===== src/rtl/callret_pkg.sv =====
package callret_pkg;
  localparam logic [3:0] OPK_CALL = 4'h8;
  localparam logic [3:0] OPK_RET  = 4'h9;

  typedef enum logic [4:0] {
    ST_IDLE,
    C_RDX, C_RDN, C_WLO, C_WHI, C_SETX, C_LINK, C_HI, C_SETP, C_ADV,
    R_RDN, R_SETP, R_RDX, R_RHI, R_RLO, R_SETN, R_ADVX,
    ST_DONE
  } seq_state_e;
endpackage


===== src/rtl/callret_fsm.sv =====
module callret_fsm
  import callret_pkg::*;
#(
  parameter int IDX_W = 4
) (
  input  logic             clk,
  input  logic             rst_n,
  input  logic             start,
  input  logic [3:0]       op_kind,
  input  logic [IDX_W-1:0] link_sel,
  input  logic [IDX_W-1:0] pc_sel,
  input  logic [IDX_W-1:0] sp_sel,
  output seq_state_e       state,
  output logic [IDX_W-1:0] n_q,
  output logic [IDX_W-1:0] p_q,
  output logic [IDX_W-1:0] x_q
);
  seq_state_e nxt;
  logic       take;

  assign take = (state == ST_IDLE) && start &&
                ((op_kind == OPK_CALL) || (op_kind == OPK_RET));

  always_comb begin
    nxt = state;
    case (state)
      ST_IDLE: if (take) nxt = (op_kind == OPK_CALL) ? C_RDX : R_RDN;
      C_RDX:   nxt = C_RDN;
      C_RDN:   nxt = C_WLO;
      C_WLO:   nxt = C_WHI;
      C_WHI:   nxt = C_SETX;
      C_SETX:  nxt = C_LINK;
      C_LINK:  nxt = C_HI;
      C_HI:    nxt = C_SETP;
      C_SETP:  nxt = C_ADV;
      C_ADV:   nxt = ST_DONE;
      R_RDN:   nxt = R_SETP;
      R_SETP:  nxt = R_RDX;
      R_RDX:   nxt = R_RHI;
      R_RHI:   nxt = R_RLO;
      R_RLO:   nxt = R_SETN;
      R_SETN:  nxt = R_ADVX;
      R_ADVX:  nxt = ST_DONE;
      ST_DONE: nxt = ST_IDLE;
      default: nxt = ST_IDLE;
    endcase
  end

  always_ff @(posedge clk or negedge rst_n) begin
    if (!rst_n) begin
      state <= ST_IDLE;
      n_q   <= '0;
      p_q   <= '0;
      x_q   <= '0;
    end else begin
      state <= nxt;
      if (take) begin
        n_q <= link_sel;
        p_q <= pc_sel;
        x_q <= sp_sel;
      end
    end
  end
endmodule


===== src/rtl/callret_dp.sv =====
module callret_dp
  import callret_pkg::*;
#(
  parameter int IDX_W  = 4,
  parameter int ADDR_W = 16
) (
  input  logic              clk,
  input  logic              rst_n,
  input  seq_state_e        state,
  input  logic [IDX_W-1:0]  n_q,
  input  logic [IDX_W-1:0]  p_q,
  input  logic [IDX_W-1:0]  x_q,
  output logic [IDX_W-1:0]  rf_raddr,
  input  logic [ADDR_W-1:0] rf_rdata,
  output logic              rf_we,
  output logic [IDX_W-1:0]  rf_waddr,
  output logic [ADDR_W-1:0] rf_wdata,
  output logic              mem_rd,
  output logic              mem_wr,
  output logic [ADDR_W-1:0] mem_addr,
  output logic [ADDR_W/2-1:0] mem_wdata,
  input  logic [ADDR_W/2-1:0] mem_rdata
);
  localparam int BYTE_W = ADDR_W / 2;
  localparam logic [ADDR_W-1:0] ONE = ADDR_W'(1);
  localparam logic [ADDR_W-1:0] TWO = ADDR_W'(2);

  logic [ADDR_W-1:0] sp_q, link_q, pc_q;
  logic [BYTE_W-1:0] tmp_q;

  always_comb begin
    rf_raddr  = '0;
    rf_we     = 1'b0;
    rf_waddr  = '0;
    rf_wdata  = '0;
    mem_rd    = 1'b0;
    mem_wr    = 1'b0;
    mem_addr  = '0;
    mem_wdata = '0;
    case (state)
      C_RDX: rf_raddr = x_q;
      C_RDN: rf_raddr = n_q;
      C_WLO: begin
        mem_wr    = 1'b1;
        mem_addr  = sp_q;
        mem_wdata = link_q[BYTE_W-1:0];
      end
      C_WHI: begin
        mem_wr    = 1'b1;
        mem_addr  = sp_q - ONE;
        mem_wdata = link_q[ADDR_W-1:BYTE_W];
      end
      C_SETX: begin
        rf_we    = 1'b1;
        rf_waddr = x_q;
        rf_wdata = sp_q - TWO;
      end
      C_LINK: begin
        rf_raddr = p_q;
        rf_we    = 1'b1;
        rf_waddr = n_q;
        rf_wdata = rf_rdata;
        mem_rd   = 1'b1;
        mem_addr = rf_rdata;
      end
      C_HI: begin
        mem_rd   = 1'b1;
        mem_addr = pc_q + ONE;
      end
      C_SETP: begin
        rf_we    = 1'b1;
        rf_waddr = p_q;
        rf_wdata = {tmp_q, mem_rdata};
      end
      C_ADV, R_ADVX: begin
        rf_raddr = (state == C_ADV) ? n_q : x_q;
        rf_we    = 1'b1;
        rf_waddr = rf_raddr;
        rf_wdata = rf_rdata + TWO;
      end
      R_RDN: rf_raddr = n_q;
      R_SETP: begin
        rf_we    = 1'b1;
        rf_waddr = p_q;
        rf_wdata = link_q;
      end
      R_RDX: rf_raddr = x_q;
      R_RHI: begin
        mem_rd   = 1'b1;
        mem_addr = sp_q + ONE;
      end
      R_RLO: begin
        mem_rd   = 1'b1;
        mem_addr = sp_q + TWO;
      end
      R_SETN: begin
        rf_we    = 1'b1;
        rf_waddr = n_q;
        rf_wdata = {tmp_q, mem_rdata};
      end
      default: ;
    endcase
  end

  always_ff @(posedge clk or negedge rst_n) begin
    if (!rst_n) begin
      sp_q   <= '0;
      link_q <= '0;
      pc_q   <= '0;
      tmp_q  <= '0;
    end else begin
      case (state)
        C_RDX, R_RDX: sp_q   <= rf_rdata;
        C_RDN, R_RDN: link_q <= rf_rdata;
        C_LINK:       pc_q   <= rf_rdata;
        C_HI, R_RLO:  tmp_q  <= mem_rdata;
        default: ;
      endcase
    end
  end
endmodule


===== src/rtl/callret_seq.sv =====
module callret_seq
  import callret_pkg::*;
#(
  parameter int IDX_W  = 4,
  parameter int ADDR_W = 16
) (
  input  logic                clk,
  input  logic                rst_n,
  input  logic                start,
  input  logic [3:0]          op_kind,
  input  logic [IDX_W-1:0]    link_sel,
  input  logic [IDX_W-1:0]    pc_sel,
  input  logic [IDX_W-1:0]    sp_sel,
  output logic                busy,
  output logic                done,
  output logic [IDX_W-1:0]    rf_raddr,
  input  logic [ADDR_W-1:0]   rf_rdata,
  output logic                rf_we,
  output logic [IDX_W-1:0]    rf_waddr,
  output logic [ADDR_W-1:0]   rf_wdata,
  output logic                mem_rd,
  output logic                mem_wr,
  output logic [ADDR_W-1:0]   mem_addr,
  output logic [ADDR_W/2-1:0] mem_wdata,
  input  logic [ADDR_W/2-1:0] mem_rdata
);
  seq_state_e       state;
  logic [IDX_W-1:0] n_q, p_q, x_q;

  callret_fsm #(.IDX_W(IDX_W)) u_fsm (
    .clk(clk), .rst_n(rst_n), .start(start), .op_kind(op_kind),
    .link_sel(link_sel), .pc_sel(pc_sel), .sp_sel(sp_sel),
    .state(state), .n_q(n_q), .p_q(p_q), .x_q(x_q)
  );

  callret_dp #(.IDX_W(IDX_W), .ADDR_W(ADDR_W)) u_dp (
    .clk(clk), .rst_n(rst_n), .state(state),
    .n_q(n_q), .p_q(p_q), .x_q(x_q),
    .rf_raddr(rf_raddr), .rf_rdata(rf_rdata), .rf_we(rf_we),
    .rf_waddr(rf_waddr), .rf_wdata(rf_wdata),
    .mem_rd(mem_rd), .mem_wr(mem_wr), .mem_addr(mem_addr),
    .mem_wdata(mem_wdata), .mem_rdata(mem_rdata)
  );

  assign busy = (state != ST_IDLE);
  assign done = (state == ST_DONE);
endmodule


===== config.mk =====
export PLATFORM = sky130hd
export DESIGN_NAME = callret_seq
export DESIGN_NICKNAME = d
export VERILOG_FILES = /design/src/rtl/callret_pkg.sv /design/src/rtl/callret_fsm.sv /design/src/rtl/callret_dp.sv /design/src/rtl/callret_seq.sv
export SDC_FILE = /design/constraint.sdc
export NUM_CORES = 1
export LEC_CHECK = 0
export ABC_AREA = 0
export BUFFER_PORTS_ARGS = -buffer_cell sky130_fd_sc_hd__buf_2
export CAP_MARGIN = 20
export CORE_MARGIN = 2
export CORE_UTILIZATION = 50
export DETAILED_ROUTE_END_ITERATION = 8
export PLACE_DENSITY = 0.83
export SETUP_SLACK_MARGIN = 0.3
export SLEW_MARGIN = 20
export SYNTH_ARGS = -nofsm -noshare
export SYNTH_HDL_FRONTEND = slang
export SYNTH_SLANG_ARGS = --single-unit
export TNS_END_PERCENT = 10

===== constraint.sdc =====
create_clock -name clk -period 4.4 [get_ports clk]
set_input_delay 0.22 -clock clk [delete_from_list [all_inputs] [get_ports clk]]
set_output_delay 0.22 -clock clk [all_outputs]
set_load 0.01 [all_outputs]

Word-level counts from Yosys, hierarchy flattened --
Index checks and enable logic that the tools add are counted.
Word-level totals: output and inout bits 53, logic and storage cells 61, input bits 43, bits in registers 73
Cells by class: add/sub/neg operators 6, reductions and logical operators 15, multiplexer cells 12, equal/unequal tests 20
Operators with widths (number):
- $pmux W16 S6 | 1
- $pmux W16 S5 | 1
- $pmux W5 S16 | 1
- $eq A5 B4 Y1 const B | 8
- $add A16 B1 Y16 const B | 2
- $add A16 B2 Y16 const B | 2
- $pmux W4 S4 | 2
- $eq A5 B3 Y1 const B | 4
- $pmux W8 S2 | 1
- $reduce_or A2 Y1 | 8
- $sub A16 B1 Y16 const B | 1
- $sub A16 B2 Y16 const B | 1
- $eq A5 B2 Y1 const B | 2
- $eq A5 B5 Y1 const B | 2
- $eq A4 B4 Y1 const B | 2
- $mux W4 | 2
- $reduce_or A7 Y1 | 1
- $eq A5 B1 Y1 const B | 1
- $logic_not A5 Y1 | 1
- $mux W5 | 1
- $reduce_bool A5 Y1 | 1
- $reduce_or A4 Y1 | 1
- $mux W1 | 3
- $logic_and A1 B1 Y1 | 2
- other kinds (2) | 2

Depth between registers and ports, before layout --
Gate-level depths: netlist of the first run.
depth after elaboration 5, depth in mapped cells 12, gate-level depth less buffers 10

Hierarchy --
From an unflattened synthesis of the first run, not the netlist that was laid out.
Second synthesis, totals: cell total of the unflattened synthesis 684, area, all modules 5933.2 um^2
Modules (own cells, without submodules):
- callret_dp | sequential area each 1401.3 um^2, cells an instance 622, instances 1, area each 5111.2 um^2
- callret_fsm | sequential area each 425.4 um^2, cells an instance 58, instances 1, area each 798.3 um^2
- callret_seq | sequential area each 0.0 um^2, cells an instance 4, instances 1, area each 23.8 um^2

Worst setup path before layout of the first run --
OpenSTA, ideal clock, no wires.
kind register to output, from reg u_fsm.state[3], to out mem_addr[8], required time 4.180 ns, path buffers 2, slack 1.545 ns, cell stages (with the launch flop) 12, arrival 2.635 ns, path through dfrtp_1 buf_2 and3b_1 nand2_1 clkbuf_1 o21ai_0 ha_1 and3_1 o211a_1 a32o_1 xor2_1 o211ai_1
On the way: longest elaborated chain between the ends 2
Ends and longest elaborated chain:
- start: declaration | line callret_fsm.sv:13 | output seq_state_e state,
- start signal: assignment | line callret_fsm.sv:56 | state <= nxt;
- $eq A5 B4 Y1 (tied with other cells) | line callret_dp.sv:40 | case (state)
- $pmux W16 S6 * | line callret_dp.sv:40
- end: declaration | line callret_seq.sv:23 | output logic [ADDR_W-1:0] mem_addr,
Mark *: on every way between the ends. The rest lies on a longest branch, timed or not.

Worst setup path after layout of the first run --
from reg u_fsm.state[2], to out mem_addr[14]
The elaborated chain is that of the path after synthesis.

==> results of run 1 <==
## layout make-up
cell class / count / area, um^2 / share of cell area [%]
Inverter: 12 / 45.0 / 0.666
Clock inverter: 7 / 125 / 1.85
Timing Repair Buffer: 110 / 591 / 8.74
Tap cell: 143 / 179 / 2.65
Multi-Input combinational cell: 538 / 3770 / 55.7
Clock buffer: 9 / 225 / 3.33
Sequential cell: 73 / 1830 / 27.0
## what timing repair did
action | CTS | global route
hold buffers | 1 | 0
endpoints found under the hold margin | 25 | 0
buffers inserted | 0 | 0
## state kept, by name, summed over array words and instances, names as in the netlist
register     cells
u_fsm.state      5
u_dp.link_q     16
u_dp.tmp_q       8
u_fsm.x_q        4
u_fsm.p_q        4
u_dp.pc_q       16
u_dp.sp_q       16
u_fsm.n_q        4
## cells in the mapped netlist, types with 6 or more instances
master	instances
nand2_1	87
dfrtp_1	73
mux2_2	52
clkbuf_1	49
nor2_1	34
o21ai_0	28
nand3_1	27
xor2_1	24
a21oi_1	22
xnor2_1	21
a222oi_1	16
nand4_1	16
o211ai_1	16
a22o_1	15
and3_1	13
inv_1	12
mux2i_1	12
nor4_1	12
nor3_1	10
nor2b_1	9
o221ai_1	9
a22oi_1	8
a211oi_1	7
a211o_1	6
buf_1	6
ha_1	6
o2111ai_1	6
## metrics by stage
step / instance area (um^2) / setup slack, ns / hold slack (ns) / power (uW)
after floorplan: 5870 / 1.55 / -0.0756 / 3370
after global placement: 6400 / 1.23 / 0.263 / 4270
after detailed placement: 6400 / 1.17 / 0.279 / 4350
after CTS: 6760 / 0.762 / 0.101 / 5250
after global routing: 6760 / 0.422 / 0.105 / 5630
final: 6760 / 0.715 / 0.102 / 5320
## final timing paths
path / to / slack [ns] / cells past startpoint
max in group asynchronous: u_dp.link_q[0]$_DFFE_PN0N_ / 2.91 / 3
worst min register to register: u_dp.pc_q[15]$_DFFE_PN0P_ / 0.48 / 2
worst max-delay path: mem_addr[14] / 0.71 / 11
worst max register to register: u_fsm.n_q[0]$_DFFE_PN0P_ / 1.56 / 4
worst min-delay path: u_fsm.n_q[1]$_DFFE_PN0P_ / 0.10 / 2
min in group asynchronous: u_dp.pc_q[13]$_DFFE_PN0P_ / 0.42 / 2
## worst reg2reg max path, cell delays in order, from the launching register on
cell and delay, ns:
dfrtp_1 0.65, nor4_1 0.75, nand2_1 0.15, nor2_1 0.75
mux2_2 0.43
## power groups by stage
| stage | clock network, uW | registers, uW | logic (uW) |
|---|---|---|---|
| 2_1_floorplan | 0 | 1220 | 2150 |
| 3_3_place_gp | 0 | 1590 | 2680 |
| 3_5_place_dp | 0 | 1620 | 2730 |
| 4_1_cts | 884 | 1610 | 2750 |
| 5_1_grt | 918 | 1690 | 3020 |
| 6_report | 882 | 1640 | 2790 |
## layer usage
metal	global-route usage, %	share of wire, %	up-vias
met4	13.7	3.2	0
li1	-	-	2702
met1	49.4	41	3019
met3	5.13	10	58
met5	0	0	-
met2	52.8	46	431
## kinds of logic (layout without fill, tap and decap cells)
| group | after synthesis | in the layout | synth area share (%) |
|---|---|---|---|
| simple gates | 251 | 251 | 21.8 |
| xor+xnor | 45 | 45 | 6.71 |
| flops | 73 | 73 | 31.1 |
| fa+ha+maj | 6 | 6 | 1.28 |
| compound gates | 172 | 172 | 22.0 |
| buf+inv | 75 | 138 | 5.07 |
| mux | 64 | 64 | 12.0 |
==> results by group, run 1 <==
Finish
  – Final standard cell utilization of the core: 59.2%
  – Fraction of layout instances using a drive strength above 1: around a quarter
  – Number of diodes: 0
  – Nets: 793
  – Leading cell type in the layout, fill and taps excluded: buf_2
  – Final cell count without fillers: between 800 and 900
  – Number of fillers in the final layout: roughly 1,100
  – Leading cell types in the layout, fill and taps excluded: buf_2 (95), nand2_1 (87), dfrtp_1 (73)
  – Area Growth Syn to Fin: 15.1%

Floorplanning
  – Width of the die: 112 um
  – IO Pins: 96
  – Die Area: 12,600 um^2
  – Core area: around 11,000 um^2
  – Effective utilization at floorplan: between 50% and 60%
  – Die span in y: roughly 110 um
  – Row Count: 39

Clock tree
  – Bufs on Longest Clock Path: 2
  – CTS tree: yes
  – Post-CTS sizing: 0
  – Clock-pin slew on the worst setup and hold paths: 0.06 ns
  – Cell at the root of the clock tree: clkbuf_16
  – Level count of the clock H-tree: 3
  – Latest clock arrival within the worst-skew pair: ~0.35 ns
  – Number of CTS-inserted buffers: 9
  – Clock Sinks: 73

Synthesis
  – Prevailing post-synth register cell: dfrtp_1
  – Area leader, netlist: dfrtp_1
  – Summed instance area of the synthesized netlist: between 5000 and 6000 um^2
  – Fraction of synthesized cell area taken by the top area cell type: between 30% and 40%
  – Synth cell types: 63
  – Number of enable-type register cells in the synthesized netlist: 0
  – Cell types with the largest area share after synthesis: dfrtp_1 (31%), mux2_2 (10%), nand2_1 (5.6%)
  – Fraction of the yosys area taken by sequential cells: approximately 31%
  – Number of warning messages in the yosys log: 0
  – Synthesized flop and latch total: 73
  – Post-synth net total: 735
  – Gate count of the mapped netlist: 686
  – Asr flop ratio synth: 100%
  – Post-synthesis area per instance: around 8.6 um^2

Critical path
  – Series of cell instances along the critical path: and3b_1 -> buf_4 -> nand2_1 -> o21ai_0 -> ha_1 -> nand2_1 -> nor2_1 -> a32o_1 -> a21boi_0 -> o31ai_1 -> buf_2
  – Kind of end point of the critical path: output port
  – Critical Path Fanout Max: 25
  – Required time reported for the critical path endpoint: about 4.2 ns
  – Worst flop-to-flop path startpoint: u_fsm.state[0]$_DFFE_PN0P_
  – Crit-path max cell delay: ~0.85 ns
  – Arrival time worst endpoint: between 3 and 4 ns
  – Type of the worst setup path: reg -> out
  – CP top delay family: flip-flops
  – Top cell by count, worst path: nand2_1
  – Buffers & Inverters on Critical Path: 2
  – Sort of element at the start of the critical path: register
  – Launch point of the critical path: u_fsm.state[2]$_DFFE_PN0P_
  – Master of the slowest instance on the critical path: dfrtp_1

Routing
  – Mean routed wirelength per cell: between 20 and 25 um
  – Total DRC errors in the routed layout: 0
  – Drt pass-1 iters: 6
  – Overall routed net length: approximately 21,000 um
  – Overall via count from detail_route: 6,210
  – DRT antenna net count: 0
  – Vias per Instance: 6.96
  – Violation count after the first detailed-routing iteration: about 910

Power
  – Register share of total power: a little over 30%
  – Combinational Power Share: 52.5%
  – Switching fraction of total power: between 40% and 50%
  – Share of power burned in the clock network: 16.6%
  – Power spent charging and discharging nets: 2530 uW
  – Internal portion of total power: around 2800 uW
  – Power Dens Cells: roughly 800 nW/um^2
  – Leak Pwr: around 0.003 uW
  – IR drop worst, VDD: 0.451 mV

GRT
  – Maximum number of pins on one net before global-route repair: 49
  – Final global-route overflow total: 0
  – Number of global-route vias before repair: ~6,000
  – Global-route wire length before repair: approximately 34,000 um
  – Overall fraction of global-route tracks in use: roughly a third
  – Initial antenna violation count: 0

STA
  – Max frequency: ~270 MHz
  – Max Clock Skew: approximately 0.0053 ns
  – Final Max Slew Viols: 0
  – Hold Fails Final Rpt: 0
  – Aggregate negative setup slack: 0 ns
  – Unrepaired setup endpoints after global routing: no
  – Period utilisation layout: between 80% and 90%
  – Worst rel slew slack: 30.4%
  – Setup violation total in the final timing report: 0
  – Slew at the pin with the worst max-slew slack: approximately 1.0 ns
  – Minimum clock period after layout: around 3.7 ns

Placed design
  – # placed instances: ~880
  – Detail Placement HPWL: approximately 16,000 um
  – Count of buffers inserted at the top-level ports: 95
  – Gpl congestion: between 0.9 and 1

Worst hold path
  – Class of the tightest hold or removal check: in -> reg
  – Hold Crit Start: link_sel[1]

Status
  – Run status: finished, final reports clean

Flow run
  – Max-cap violations: 0
No activity file was read; power rests on OpenSTA's default activity.
==> run 2, diff against run 1 <==
==> constraint.sdc (replaced) <==
create_clock -name clk -period 3.5 [get_ports clk]
set_input_delay 0.175 -clock clk [delete_from_list [all_inputs] [get_ports clk]]
set_output_delay 0.175 -clock clk [all_outputs]
set_load 0.01 [all_outputs]
==> run 2 against run 1 <==
Net effect: non-clock buffer count up 16; clock skew up 0.0036 ns; die area unchanged; utilization up 1.1 points; global-route usage up 1.4 points; combinational power up 36%; design area up 1.8%; setup slack worse by 0.38 ns; critical path depth down 5; largest cell class unchanged; highest routed layer unchanged.
==> results by group, run 2 (same netlist as run 1, synthesis figures left out) <==
Status
  – Run status: finished, final reports clean (unchanged)

Floorplanning
  – Die span in y: 112 um (unchanged)
  – Effective utilization at floorplan: 51.4% (unchanged)
  – Row Count: 39 (unchanged)
  – IO Pins: 96 (unchanged)
  – Die Area: 12,600 um^2 (unchanged)
  – Width of the die: 112 um (unchanged)
  – Core area: 11,400 um^2 (unchanged)

GRT
  – Number of global-route vias before repair: 6,230 (was 5,940)
  – Overall fraction of global-route tracks in use: 35.9% (was 34.5%)
  – Initial antenna violation count: 0 (unchanged)
  – Met2 usage in global routing: 55.9% (was 52.8%)
  – Final global-route overflow total: 0 (unchanged)
  – Maximum number of pins on one net before global-route repair: 61 (was 49)
  – Met3 track utilization from global routing: 5.18% (was 5.13%)
  – Global-route wire length before repair: 35,100 um (was 34,300 um)
  – Global route hottest layer: met2 (unchanged)
  – Met1 demand-to-capacity share in global routing: 48.5% (was 49.4%)

Finish
  – Area Growth Syn to Fin: 17.2% (was 15.1%)
  – Multi-input combinational cell area: 3760 um^2 (was 3770 um^2)
  – Leading cell type in the layout, fill and taps excluded: buf_2 (unchanged)
  – Leading cell types in the layout, fill and taps excluded: buf_2 (95), nand2_1 (87), dfrtp_1 (71) (was buf_2 (95), nand2_1 (87), dfrtp_1 (73))
  – Final std cell area, no fill: 6880 um^2 (was 6760 um^2)
  – Final cell count without fillers: 908 (was 892)
  – Fraction of layout instances using a drive strength above 1: 26.9% (was 25.1%)
  – Nets: 809 (was 793)
  – Number of diodes: 0 (unchanged)
  – Reg area: 1830 um^2 (about the same)
  – Registers with the most flip-flops: u_dp.link_q (16), u_dp.pc_q (16), u_dp.sp_q (16) (unchanged)
  – Number of fillers in the final layout: 1,039 (was 1,050)

Flow run
  – Max-cap violations: 0 (unchanged)

Worst hold path
  – Class of the tightest hold or removal check: in -> reg (unchanged)
  – Hold Crit Start: link_sel[1] (unchanged)

STA
  – Setup violation total in the final timing report: 0 (unchanged)
  – Final Max Slew Viols: 0 (unchanged)
  – Slew at the pin with the worst max-slew slack: 1.03 ns (was 1.04 ns)
  – Max Clock Skew: 0.00890 ns (was 0.00527 ns)
  – Minimum clock period after layout: around 3.2 ns
  – Worst rel slew slack: 30.5% (was 30.4%)
  – Max frequency: approximately 320 MHz
  – Aggregate negative setup slack: 0 ns (unchanged)
  – Period utilisation layout: between 90% and 100%
  – Unrepaired setup endpoints after global routing: yes (was no)
  – Hold Fails Final Rpt: 0 (unchanged)
  – Worst hold slack across all endpoints: 0.0608 ns (was 0.102 ns)

Power
  – Power Dens Cells: 992 nW/um^2 (was 787 nW/um^2)
  – Leak Pwr: 0.00311 uW (was 0.00303 uW)
  – Total design power: 6830 uW (was 5320 uW)
  – IR drop worst, VDD: 0.608 mV (was 0.451 mV)

Placed design
  – Count of buffers inserted at the top-level ports: 95 (unchanged)
  – Detail Placement HPWL: 16,400 um (was 15,500 um)
  – Gpl congestion: 1.01 (was 0.970)
  – # placed instances: 891 (was 875)
  – Area of placed instances: 6510 um^2 (was 6400 um^2)

Clock tree
  – Post-CTS setup repair buffer count: 0 (unchanged)
  – Clock Sinks: 73 (unchanged)
  – Level count of the clock H-tree: 3 (unchanged)
  – CTS tree: yes (unchanged)
  – Clock-pin slew on the worst setup and hold paths: 0.06 ns (about the same)
  – Cell at the root of the clock tree: clkbuf_16 (unchanged)
  – Number of CTS-inserted buffers: 9 (unchanged)
  – Latest clock arrival within the worst-skew pair: 0.35 ns (about the same)
  – Bufs on Longest Clock Path: 2 (unchanged)

Routing
  – Total DRC errors in the routed layout: 0 (unchanged)
  – Drt pass-1 iters: 6 (unchanged)
  – Mean routed wirelength per cell: 25.0 um (was 24.0 um)
  – Overall via count from detail_route: 6,297 (was 6,210)
  – Overall routed net length: 22,700 um (was 21,400 um)
  – Violation count after the first detailed-routing iteration: 993 (was 914)
  – DRT antenna net count: 0 (unchanged)
  – Vias per Instance: 6.94 (was 6.96)

Critical path
  – Kind of end point of the critical path: output port (unchanged)
  – Arrival time worst endpoint: 2.99 ns (was 3.47 ns)
  – Required time reported for the critical path endpoint: 3.32 ns (was 4.18 ns)
  – Type of the worst setup path: reg -> out (unchanged)
  – Worst flop-to-flop path startpoint: u_fsm.state[3]$_DFFE_PN0P_ (was u_fsm.state[0]$_DFFE_PN0P_)
  – Critical Path Fanout Max: 16 (was 25)
  – Launch point of the critical path: u_dp.sp_q[3]$_DFFE_PN0N_ (was u_fsm.state[2]$_DFFE_PN0P_)
  – Sort of element at the start of the critical path: register (unchanged)
[run 2: changes by cell type in the layout (fill, tap and decap cells not counted), sizes merged]
| cell | delta |
|---|---|
| inv | -2 |
| clkinv | -1 |
| clkbuf | +3 |
| buf | +16 |
[run 2: per-layer routing]
layer	share of wire [%]	vias up
li1	-	2745
met4	4.1	0
met5	0	-
met3	9.5	69
met1	40	3053
met2	46	430
[run 2: final cells by class]
cell class / count / share of cell area, %
multi-input combinational: 538 / 54.7
sequential: 73 / 26.6
timing repair buffer: 126 / 10.3
clock buffer: 12 / 3.73
tap: 143 / 2.60
clock inverter: 4 / 1.44
inverter: 12 / 0.655
[run 2: final timing paths]
| check | depth (start not counted) | slack, ns | endpoint |
|---|---|---|---|
| setup / recovery | 6 | 0.34 | mem_addr[15] |
| hold / removal | 2 | 0.06 | u_fsm.n_q[1]$_DFFE_PN0P_ |
| setup reg to reg | 5 | 1.17 | u_dp.sp_q[2]$_DFFE_PN0N_ |
| hold reg to reg | 2 | 0.49 | u_dp.pc_q[15]$_DFFE_PN0P_ |
| max in group asynchronous | 3 | 2.11 | u_dp.sp_q[9]$_DFFE_PN0N_ |
| min in group asynchronous | 2 | 0.26 | u_dp.pc_q[8]$_DFFE_PN0P_ |
[run 2: per-stage QoR]
step	util (%)	worst slack, ns
after floorplan	-	0.690
after detailed placement	57.0	0.680
final	60.3	0.338
after global placement	57.0	0.746
after global routing	60.3	0.294
after CTS	60.2	0.310
[run 2: repair_timing]
action,4_1_cts,5_1_grt
hold buffers,1,0
endpoints found under the hold margin,13,0
gates resized for setup,0,3
setup endpoints to repair,0,4
[run 2: where the power goes]
part	internal (uW)	switching (uW)	total [uW]	leakage, uW
registers	1270	656	1930	0.000874
clock network	737	365	1100	0.000173
logic	1600	2190	3800	0.00206
total	3610	3210	6830	0.00311
[run 2: critical path, stage by stage, from the launching register on]
cell      delay [ns]
dfrtp_1         0.68
and4_1          0.35
nand4_1         0.41
a222oi_1        0.69
mux2i_1         0.25
nand4_1         0.10
buf_2           0.15
==> run 3, diff against run 2 <==
--- a/config.mk
+++ b/config.mk
@@ -8,7 +8,6 @@
 export ABC_AREA = 0
 export BUFFER_PORTS_ARGS = -buffer_cell sky130_fd_sc_hd__buf_2
 export CAP_MARGIN = 20
-export CORE_MARGIN = 2
 export CORE_UTILIZATION = 50
 export DETAILED_ROUTE_END_ITERATION = 8
 export PLACE_DENSITY = 0.83
==> run 3 against run 2 <==
Net effect: the run now ends with hold timing left; power decreased by 3.8%; non-clock buffer count shrank 6; clock-buffer cell count down 3; largest cell class unchanged; highest routed layer unchanged.
==> results by group, run 3 (same netlist as run 1, synthesis figures left out) <==
Status
  – Run status: finished with violations (was finished, final reports clean)
  – Violations in the final reports: hold timing

Finish
  – Nets: 803 (was 809)
  – Final cell count without fillers: 902 (was 908)
  – Registers with the most flip-flops: u_dp.link_q (16), u_dp.pc_q (16), u_dp.sp_q (16) (unchanged)
  – Leading cell types in the layout, fill and taps excluded: buf_2 (94), nand2_1 (85), dfrtp_1 (68) (was buf_2 (95), nand2_1 (87), dfrtp_1 (71))
  – Number of diodes: 0 (unchanged)
  – Leading cell type in the layout, fill and taps excluded: buf_2 (unchanged)
  – Area Growth Syn to Fin: 15.5% (was 17.2%)
  – Fraction of layout instances using a drive strength above 1: 27.7% (was 26.9%)

Critical path
  – Crit-path max cell delay: 0.66 ns (was 0.69 ns)
  – Sort of element at the start of the critical path: register (unchanged)
  – Master of the slowest instance on the critical path: or4_1 (was a222oi_1)
  – Arrival time worst endpoint: 3.04 ns (was 2.99 ns)
  – Logic depth of the worst register-to-register path: 5 (unchanged)
  – Series of cell instances along the critical path: inv_1 -> ha_1 -> nand2b_1 -> or4_1 -> or4_4 -> o211ai_2 -> a211o_1 -> buf_2 (was and4_1 -> nand4_1 -> a222oi_1 -> mux2i_1 -> nand4_1 -> buf_2)
  – Type of the worst setup path: reg -> out (unchanged)
  – Kind of end point of the critical path: output port (unchanged)
  – Required time reported for the critical path endpoint: 3.32 ns (about the same)
  – Reg-to-reg setup timing slack: 1.10 ns (was 1.17 ns)
  – Worst flop-to-flop path startpoint: u_fsm.state[3]$_DFFE_PN0P_ (unchanged)
  – Critical Path Fanout Max: 11 (was 16)
  – Crit Reg-Reg Endpoint: u_dp.sp_q[7]$_DFFE_PN0N_ (was u_dp.sp_q[2]$_DFFE_PN0N_)

STA
  – Period utilisation layout: 91.9% (was 90.3%)
  – Final Max Slew Viols: 0 (unchanged)
  – Max frequency: 311 MHz (was 316 MHz)
  – Worst rel slew slack: 34.9% (was 30.5%)
  – Max Clock Skew: 0.00510 ns (was 0.00890 ns)
  – Slew at the pin with the worst max-slew slack: 0.977 ns (was 1.03 ns)
  – Hold Fails Final Rpt: 27 (was 0)
  – Minimum clock period after layout: 3.22 ns (was 3.16 ns)
  – Aggregate negative setup slack: 0 ns (unchanged)
  – Unrepaired setup endpoints after global routing: yes (unchanged)
  – Worst hold slack across all endpoints: -0.0478 ns (was 0.0608 ns)
  – Setup violation total in the final timing report: 0 (unchanged)

Power
  – Share of power burned in the clock network: 13.3% (was 16.1%)
  – Internal portion of total power: 3350 uW (was 3610 uW)
  – Switching fraction of total power: 48.9% (was 47.1%)
  – Leak Pwr: 0.00305 uW (was 0.00311 uW)
  – Combinational Power Share: 56.7% (was 55.6%)
  – Register share of total power: 30.0% (was 28.3%)
  – Power Dens Cells: 968 nW/um^2 (was 992 nW/um^2)
  – IR drop worst, VDD: 0.500 mV (was 0.608 mV)
  – Power spent charging and discharging nets: 3210 uW (about the same)

Floorplanning
  – Die Area: 12,200 um^2 (was 12,600 um^2)
  – Die span in y: 110 um (was 112 um)
  – IO Pins: 96 (unchanged)
  – Width of the die: 110 um (was 112 um)
  – Core area: 11,400 um^2 (unchanged)
  – Effective utilization at floorplan: 51.4% (unchanged)
  – Row Count: 39 (unchanged)

Placed design
  – Detail Placement HPWL: 15,500 um (was 16,400 um)
  – Gpl congestion: 1.09 (was 1.01)
  – Count of buffers inserted at the top-level ports: 95 (unchanged)
  – # placed instances: 886 (was 891)

GRT
  – Global-route wire length before repair: 33,500 um (was 35,100 um)
  – Number of global-route vias before repair: 5,947 (was 6,230)
  – Initial antenna violation count: 0 (unchanged)
  – Overall fraction of global-route tracks in use: 37.4% (was 35.9%)
  – Maximum number of pins on one net before global-route repair: 74 (was 61)
  – Final global-route overflow total: 0 (unchanged)

Clock tree
  – Post-CTS setup repair buffer count: 0 (unchanged)
  – CTS tree: yes (unchanged)
  – CTS Hold Buffers Added: 0 (was 1)
  – Cell at the root of the clock tree: clkbuf_16 (unchanged)
  – Level count of the clock H-tree: 3 (unchanged)
  – Bufs on Longest Clock Path: 2 (unchanged)
  – Clock-pin slew on the worst setup and hold paths: 0.06 ns (about the same)
  – Latest clock arrival within the worst-skew pair: 0.35 ns (about the same)
  – Clock Sinks: 73 (unchanged)
  – Number of CTS-inserted buffers: 9 (unchanged)

Flow run
  – Max-cap violations: 0 (unchanged)

Routing
  – Overall via count from detail_route: 6,275 (was 6,297)
  – Vias per Instance: 6.96 (was 6.94)
  – Violation count after the first detailed-routing iteration: 988 (was 993)
  – DRT antenna net count: 0 (unchanged)
  – Drt pass-1 iters: 6 (unchanged)
  – Overall routed net length: 21,800 um (was 22,700 um)
  – Total DRC errors in the routed layout: 0 (unchanged)
  – Mean routed wirelength per cell: 24.2 um (was 25.0 um)

Worst hold path
  – Class of the tightest hold or removal check: in -> async (was in -> reg)
-- run 3: power by group through the flow --
stage	clock network, uW	logic [uW]	registers, uW
2_1_floorplan	0	2700	1530
3_3_place_gp	0	3550	1920
3_5_place_dp	0	3590	1930
4_1_cts	883	3620	1920
5_1_grt	916	4010	2010
6_report	872	3720	1970
-- run 3: metal layers --
layer,track usage [%],wire (um),vias up
li1,-,-,2720
met1,49.7,8620,2970
met2,56.8,9720,507
met3,9.11,2610,78
met4,18.8,880,0
met5,0,0,-
-- run 3: cell type report --
| cell class | count | area (um^2) |
|---|---|---|
| Fill cell | 1007 | 4640 |
| Clock inverter | 7 | 52.6 |
| Inverter | 12 | 45.0 |
| Sequential cell | 73 | 1830 |
| Tap cell | 143 | 179 |
| Timing Repair Buffer | 120 | 669 |
| Multi-Input combinational cell | 538 | 3780 |
| Clock buffer | 9 | 225 |
-- run 3: critical path: cells and delay by family, from the launching register on --
| family | cells | cell delay [ns] |
|---|---|---|
| AO/OA/AOI/OAI | 2 | 0.20 |
| AND/OR/NAND/NOR | 3 | 1.30 |
| adder cells (fa/ha/maj) | 1 | 0.31 |
| flip-flops | 1 | 0.54 |
| buffers and inverters | 2 | 0.34 |
-- run 3: stage by stage --
stage	setup WS (ns)	util (%)	power, uW	instance area, um^2
floorplan	0.690	-	4230	5870
global placement	0.632	56.7	5470	6470
detailed placement	0.596	56.7	5530	6470
CTS	0.299	59.2	6430	6760
global route	0.217	59.4	6940	6780
finish	0.283	59.4	6570	6780
-- run 3: how the worst max path moves through the flow --
stage	startpoint	end
finish	u_dp.sp_q[2]$_DFFE_PN0N_	mem_addr[13]
global route	u_fsm.state[4]$_DFFE_PN0P_	mem_addr[13]
CTS	u_fsm.state[4]$_DFFE_PN0P_	mem_addr[13]
detailed placement	u_dp.sp_q[5]$_DFFE_PN0N_	mem_addr[13]
global placement	u_dp.sp_q[5]$_DFFE_PN0N_	mem_addr[15]
floorplan	u_fsm.state[3]$_DFFE_PN0P_	mem_addr[8]
-- run 3: repair_timing --
item,in CTS,in global routing
pin swaps,0,1
endpoints found under the setup margin,3,14
gates resized for setup,4,9
hold endpoints to repair,0,0
